## config.mk

```make
export PLATFORM = sky130hd
export DESIGN_NAME = brk_loop_ctrl
export DESIGN_NICKNAME = d
export VERILOG_FILES = /design/src/rtl/brk_pkg.sv /design/src/rtl/brk_ctrl_reg.sv /design/src/rtl/brk_addr_latch.sv /design/src/rtl/brk_fsm.sv /design/src/rtl/brk_loop_ctrl.sv
export SDC_FILE = /design/constraint.sdc
export NUM_CORES = 1
export LEC_CHECK = 0
export ABC_AREA = 1
export BUFFER_PORTS_ARGS = -buffer_cell sky130_fd_sc_hd__buf_2
export CELL_PAD_IN_SITES_DETAIL_PLACEMENT = 0
export CELL_PAD_IN_SITES_GLOBAL_PLACEMENT = 1
export CORE_ASPECT_RATIO = 0.75
export CORE_MARGIN = 1.5
export CORE_UTILIZATION = 34
export CTS_CLUSTER_DIAMETER = 40
export DETAILED_ROUTE_END_ITERATION = 6
export GPL_TIMING_DRIVEN = 0
export HOLD_SLACK_MARGIN = 0.15
export PLACE_DENSITY_LB_ADDON = 0.1
export SETUP_SLACK_MARGIN = 0.5
export SYNTH_ARGS = -nofsm -noshare
export SYNTH_HDL_FRONTEND = slang
export SYNTH_SLANG_ARGS = --single-unit
```

## constraint.sdc

```tcl
create_clock -name clk -period 1.78 [get_ports clk]
set_input_delay 0.267 -clock clk [delete_from_list [all_inputs] [get_ports clk]]
set_output_delay 0.267 -clock clk [all_outputs]
set_load 0.01 [all_outputs]
```

## src/rtl/brk_pkg.sv

```systemverilog
package brk_pkg;
  localparam int OP_W = 8;
  localparam logic [OP_W-1:0] BRK_OP = '0;

  typedef enum logic [1:0] {
    ST_RUN  = 2'd0,
    ST_LOOP = 2'd1,
    ST_HALT = 2'd2
  } brk_state_e;

  // break recognition kept as a function so the bench can restate it
  function automatic logic is_brk(input logic vld, input logic [OP_W-1:0] op);
    return vld && (op == BRK_OP);
  endfunction
endpackage

```

## src/rtl/brk_ctrl_reg.sv

```systemverilog
module brk_ctrl_reg (
  input  logic clk,
  input  logic rst_n,
  input  logic host_wr,
  input  logic host_dbg,
  input  logic host_loop,
  output logic loop_q,
  output logic dbg_wr
);
  always_ff @(posedge clk or negedge rst_n) begin
    if (!rst_n)       loop_q <= 1'b0;
    else if (host_wr) loop_q <= host_loop;
  end

  // debug request is a write-only pulse, acted on by the FSM
  assign dbg_wr = host_wr && host_dbg;
endmodule

```

## src/rtl/brk_addr_latch.sv

```systemverilog
module brk_addr_latch #(
  parameter int ADDR_W = 16
) (
  input  logic              clk,
  input  logic              rst_n,
  input  logic              capture,
  input  logic [ADDR_W-1:0] fetch_addr,
  output logic              addr_match
);
  logic [ADDR_W-1:0] saved_q;

  always_ff @(posedge clk or negedge rst_n) begin
    if (!rst_n)       saved_q <= '0;
    else if (capture) saved_q <= fetch_addr;
  end

  assign addr_match = (fetch_addr == saved_q);
endmodule

```

## src/rtl/brk_fsm.sv

```systemverilog
module brk_fsm
  import brk_pkg::*;
(
  input  logic       clk,
  input  logic       rst_n,
  input  logic       brk_hit,
  input  logic       loop_q,
  input  logic       dbg_wr,
  input  logic       addr_match,
  input  logic       isr_active,
  input  logic       host_resume,
  output logic       capture,
  output logic       auto_go,
  output brk_state_e state_q
);
  brk_state_e state_d;

  assign capture = (state_q == ST_RUN) && brk_hit && loop_q && !dbg_wr;
  assign auto_go = (state_q == ST_LOOP) && !loop_q && brk_hit && addr_match && !isr_active;

  always_comb begin
    state_d = state_q;
    unique case (state_q)
      ST_RUN: begin
        if (dbg_wr)       state_d = ST_HALT;
        else if (brk_hit) state_d = loop_q ? ST_LOOP : ST_HALT;
      end
      ST_LOOP: if (auto_go) state_d = ST_HALT;
      ST_HALT: if (host_resume) state_d = ST_RUN;
      default: state_d = ST_RUN;
    endcase
  end

  always_ff @(posedge clk or negedge rst_n) begin
    if (!rst_n) state_q <= ST_RUN;
    else        state_q <= state_d;
  end

  // a break with the loop enable clear halts
  a_r2_brk_halts: assert property (@(posedge clk) disable iff (!rst_n)
    (state_q == ST_RUN && brk_hit && !loop_q) |=> (state_q == ST_HALT));
  // a break with the loop enable set spins
  a_r3_brk_loops: assert property (@(posedge clk) disable iff (!rst_n)
    capture |=> (state_q == ST_LOOP));
  // host debug write cannot stop a looping CPU
  a_r5_dbg_guard: assert property (@(posedge clk) disable iff (!rst_n)
    (state_q == ST_LOOP && dbg_wr && !auto_go) |=> (state_q == ST_LOOP));
  // returning to the same break halts
  a_r6_auto_entry: assert property (@(posedge clk) disable iff (!rst_n)
    (state_q == ST_LOOP && !loop_q && brk_hit && addr_match && !isr_active) |=> (state_q == ST_HALT));
  // resume leaves debug, otherwise debug holds
  a_r8_resume: assert property (@(posedge clk) disable iff (!rst_n)
    (state_q == ST_HALT && host_resume) |=> (state_q == ST_RUN));
  a_r8_hold: assert property (@(posedge clk) disable iff (!rst_n)
    (state_q == ST_HALT && !host_resume) |=> (state_q == ST_HALT));
endmodule

```

## src/rtl/brk_loop_ctrl.sv

```systemverilog
module brk_loop_ctrl
  import brk_pkg::*;
#(
  parameter int ADDR_W = 16
) (
  input  logic              clk,
  input  logic              rst_n,
  input  logic              fetch_valid,
  input  logic [OP_W-1:0]   fetch_op,
  input  logic [ADDR_W-1:0] fetch_addr,
  input  logic              isr_active,
  input  logic              host_wr,
  input  logic              host_dbg,
  input  logic              host_loop,
  input  logic              host_resume,
  input  logic              cmd_valid,
  output logic              stall,
  output logic              refetch,
  output logic              dbg_mode,
  output logic              idle,
  output logic              cmd_accept
);
  logic       brk_hit, loop_q, dbg_wr, addr_match, capture, auto_go;
  brk_state_e state_q;

  assign brk_hit = is_brk(fetch_valid, fetch_op);

  brk_ctrl_reg i_ctrl (
    .clk(clk), .rst_n(rst_n), .host_wr(host_wr), .host_dbg(host_dbg),
    .host_loop(host_loop), .loop_q(loop_q), .dbg_wr(dbg_wr)
  );

  brk_addr_latch #(.ADDR_W(ADDR_W)) i_latch (
    .clk(clk), .rst_n(rst_n), .capture(capture),
    .fetch_addr(fetch_addr), .addr_match(addr_match)
  );

  brk_fsm i_fsm (
    .clk(clk), .rst_n(rst_n), .brk_hit(brk_hit), .loop_q(loop_q),
    .dbg_wr(dbg_wr), .addr_match(addr_match), .isr_active(isr_active),
    .host_resume(host_resume), .capture(capture), .auto_go(auto_go),
    .state_q(state_q)
  );

  assign dbg_mode   = (state_q == ST_HALT);
  assign idle       = (state_q == ST_LOOP);
  assign stall      = dbg_mode;
  assign refetch    = idle && !isr_active;
  assign cmd_accept = dbg_mode && cmd_valid;

  // commands only pass when the CPU is halted
  a_r7_cmd_gate: assert property (@(posedge clk) disable iff (!rst_n)
    cmd_accept |-> stall);
  // no repeat fetch while an interrupt is serviced
  a_r4_refetch_isr: assert property (@(posedge clk) disable iff (!rst_n)
    (idle && isr_active) |-> !refetch);
endmodule

```

* After elaboration in Yosys (flattened, before gate mapping)
Cells that the tools add are included.
Word-level totals: flip-flop bits (word level) 19, input bits 33, output and inout bits 5
Cells by class: equality and inequality tests 6, muxes and demuxes 6, reduce and logical (&&, ||, !) cells 17
Operator list (number):
- 16-bit == test | 1
- 1-bit logical AND | 11
- 2-bit 2-to-1 mux | 5
- 8-bit zero test | 1
- 2-bit case mux with 3 select lines | 1
- 1-bit zero test | 3
- 3-bit by 1-bit != test with 1-bit output (second input constant) | 1
- 3-bit AND reduction | 1
- 2-bit by 1-bit == test with 1-bit output (second input constant) | 1
- 2-bit == test (second input constant) | 1
- 2-bit zero test | 1
- 2-bit by 1-bit != test with 1-bit output (second input constant) | 1
- 2-bit != test (second input constant) | 1

* Longest topological paths before layout
word-level depth 7, depth in mapped cells 10, gate-level depth less buffers 10

* Hierarchy
A second synthesis with hierarchy kept.
Second synthesis, totals: cell total of the unflattened synthesis 139, area total of the unflattened synthesis 1142.3 µm²
Modules (own cells, without submodules):
- brk_addr_latch | times used 1, cells each 90, area each 868.3 µm², sequential area each 400.4 µm²
- brk_fsm | times used 1, cells each 28, area each 161.4 µm², sequential area each 50.0 µm²
- brk_loop_ctrl | times used 1, cells each 14, area each 65.1 µm², sequential area each 0.0 µm²
- brk_ctrl_reg | times used 1, cells each 7, area each 47.5 µm², sequential area each 25.0 µm²

* Worst setup path before layout
OpenSTA, ideal clock, no wires.
path kind reg2reg, start point reg i_fsm.state_q[1], end point reg i_latch.saved_q[11], library setup time 121 ps, data arrival time 1195 ps, data required time 1659 ps, path slack 464 ps, stages on the path, launching flop included 9, period minus slack after synthesis 1316 ps, cells stage by stage dfrtp_1 > nor2_1 > nand2_1 > nor2_2 > nand2_2 > buf_6 > buf_6 > nand2_1 > o21ai_1
On the way: word-level cells in the longest chain between the ends 4
Ends and longest elaborated chain:
- start: declaration | RTL line brk_fsm.sv:14 | output brk_state_e state_q
- start signal: assignment | RTL line brk_fsm.sv:36 | else state_q <= state_d;
- 2-bit zero test | RTL line brk_fsm.sv:18 | assign capture = (state_q == ST_RUN) && brk_hit && loop_q && !dbg_wr;
- 1-bit logical AND (3 in a row) | RTL line brk_fsm.sv:18
- end signal: assignment | RTL line brk_addr_latch.sv:14 | else if (capture) saved_q <= fetch_addr;
- end: declaration | RTL line brk_addr_latch.sv:10 | logic [ADDR_W-1:0] saved_q;
Every way passes these cells. A chain may end at the register's enable or synchronous reset.

* Worst setup path after layout
start point reg i_fsm.state_q[1], end point out cmd_accept
On the way: word-level cells in the longest chain between the ends 2
Ends and longest elaborated chain:
- 2-bit == test | RTL line brk_loop_ctrl.sv:45 | assign dbg_mode = (state_q == ST_HALT);
- 1-bit logical AND | RTL line brk_loop_ctrl.sv:49 | assign cmd_accept = dbg_mode && cmd_valid;
- end: declaration | RTL line brk_loop_ctrl.sv:21 | output logic cmd_accept
Every way passes these cells.

==> metrics.txt <==
starting density of the core 0.3565; Total GRT Usage 0.1630; Mapped Nets 209; first-pass iteration count of the detailed router 4; PD cells 712.9 nW/um2; Reg-to-Reg Start i_fsm.state_q[0]$_DFFE_PN0P_; Yosys reg bits 19; Critical Path RT around 1.5 ns; Fillers 310; CTS tree yes; Port Buffer Count 37; initial DRC count 43; TritonCTS buffer count 3; largest family of logic cells by synthesized area simple AND/OR/NAND/NOR gates; Setup CP Type flop to output port; smallest hold slack 0.2144 ns; Layout area overhead 53.15%; Max Buffers Root-to-Sink 2; Synth Instances 176; initial antenna violation count 0; Die W just over 70 um; flop2flop setup slack 0.41 ns; MaxCap Viol Count 0; Die Y 53.86 um; crit path max fanout 4; hold wc startpoint host_loop; CP Capture Type output port; layout cells sized above 1 0.4103; Multi-input gate area 653.1 um2; DP HPWL 2109 um; Post-Syn Area 1172 um2; worst slew pin tran about 0.45 ns; final slew viol count 0; drt drc 0; vias in the first global route 1123; fmax 729.2 MHz; Final GP Congestion 0.7402; Ys Warns 0; Simple-Gate Fraction of Synth Area 0.3565; Min-Delay Path Class primary input to flop; setup TNS 0 ns; routed len/inst 11.37 um; CTS Root Cell clkbuf_8; RSZ-0062 raised after global routing true; wire length of the first global-routing pass 4719 um; largest net degree at the start of global routing 20; outcome complete, no violations; Clock Pin Slew Worst Setup and Hold Paths 0.07 ns; Inserted Diodes 0; Design Power 1280 uW; crit path DAT 1.10 ns; final setup violating endpoints 0; vias per cell 4.569; post-synthesis adder-cell area fraction 0; syn_area_per_cell 6.661 um2; skew final 0.007780 ns; leakage power 0.0009630 uW; worst hold endpoint i_ctrl.loop_q$_DFFE_PN0P_; row count 18; Compound-Gate Fraction of Synth Area 0.09392; cell count of the worst reg-to-reg path 8; fin util 0.5460; fin crit share 0.7704; Post-Synth XOR/XNOR Area 0.01494; VDD IR-drop max 0.0003676 V; clk_lat worst skew 0.26 ns; sequential element share of the synthesized area 0.4055; worst hold stages 3; Reg-to-Reg End i_latch.saved_q[11]$_DFFE_PN0P_; register area around 480 um2; Final min period 1.371 ns; vias post-DR 1252; # IOs 38; Rel. slew slack 0.6987; H-Tree Depth 1; ANT nets after route 0; fin nets approximately 270; post-synth cell types 21; Critical Path Source Type flop; Sink Count 19; Hold Vio Cnt, Final 0; post-synthesis mux area share 0; WL final 3116 um; core box area 3288 um2; die area 3813 um2; global route total overflow 0
## cell type report
cell class,instances,area share
clock buffer,4,0.02509
buffer,4,0.03484
timing repair buffer,54,0.2181
inverter,31,0.06481
tap,40,0.02787
multi-input combinational,122,0.3638
sequential,19,0.2655
## state kept, by name (all words and copies together) (netlist names)
signal           cells
i_ctrl.loop_q        1
i_fsm.state_q        2
i_latch.saved_q     16
## synth_stat cells (all sizes together)
master	number	area share
a31oi	2	0.011
and2	1	0.0053
nand2	70	0.23
nor3	2	0.0085
and3	2	0.012
buf	4	0.030
xnor2	2	0.015
nand3	7	0.030
inv	31	0.099
o21ai	15	0.083
dfrtp	19	0.41
nor4	1	0.0053
nor3b	1	0.0064
nor2	19	0.063
## kinds of logic after synthesis
kind of cell,count (synthesis)
simple gates,103
flops,19
buf+inv,35
compound gates,17
xor+xnor,2
## timing repair
action,CTS,global route
gates resized for setup,22,33
endpoints found under the setup margin,21,23
hold buffers,1,0
hold endpoints to repair,19,0
buffers inserted,9,5
pin swaps,6,11
cloned,1,1
## through the flow
step	instances	setup WS, ns	cell area, um2
after detailed placement	253	0.2718	1413
after CTS	268	0.4002	1622
final	274	0.4086	1795
after floorplan	176	0.5025	1177
after global routing	274	0.3327	1795
after global placement	253	0.3313	1413
## power by group
| group | internal [uW] | total [uW] | switching, uW |
|---|---|---|---|
| Combinational | 249 | 484 | 235 |
| Sequential | 461 | 494 | 32.9 |
| Clock | 159 | 302 | 143 |
| Total | 869 | 1280 | 411 |
## worst max-delay path, cell delays in order (launching register included)
cell	delay (ns)
dfrtp_2	0.44
buf_6	0.13
and3_1	0.15
buf_2	0.13
## worst max-delay path by stage
stage / cells after the start / to / from
finish: 3 / cmd_accept / i_fsm.state_q[1]$_DFFE_PN0P_
global route: 3 / refetch / i_fsm.state_q[1]$_DFFE_PN0P_
global placement: 8 / i_latch.saved_q[11]$_DFFE_PN0P_ / fetch_op[3]
floorplan: 8 / i_latch.saved_q[11]$_DFFE_PN0P_ / i_fsm.state_q[1]$_DFFE_PN0P_
detailed placement: 8 / i_latch.saved_q[12]$_DFFE_PN0P_ / fetch_op[3]
CTS: 8 / i_latch.saved_q[11]$_DFFE_PN0P_ / i_fsm.state_q[1]$_DFFE_PN0P_
## cell usage in the layout (no fill, tap or decap), drive strengths merged
cell	count
buf	56
dlygate4sd3	1
and3	2
nor3	2
nor2	19
inv	31
o21ai	15
nand3	7
nor4	1
xnor2	2
nand2	70
dfrtp	19
a31oi	2
and2	1
nor3b	1
clkbuf	5
## routing by layer
layer | vias to the layer above | share of wire | global-route usage
li1 | 654 | - | -
met1 | 567 | 0.45 | 0.1966
met2 | 29 | 0.50 | 0.2773
met3 | 2 | 0.050 | 0.05618
met4 | 0 | 0.0061 | 0.05660
met5 | - | 0 | 0
(Power assumes the default switching activity.)
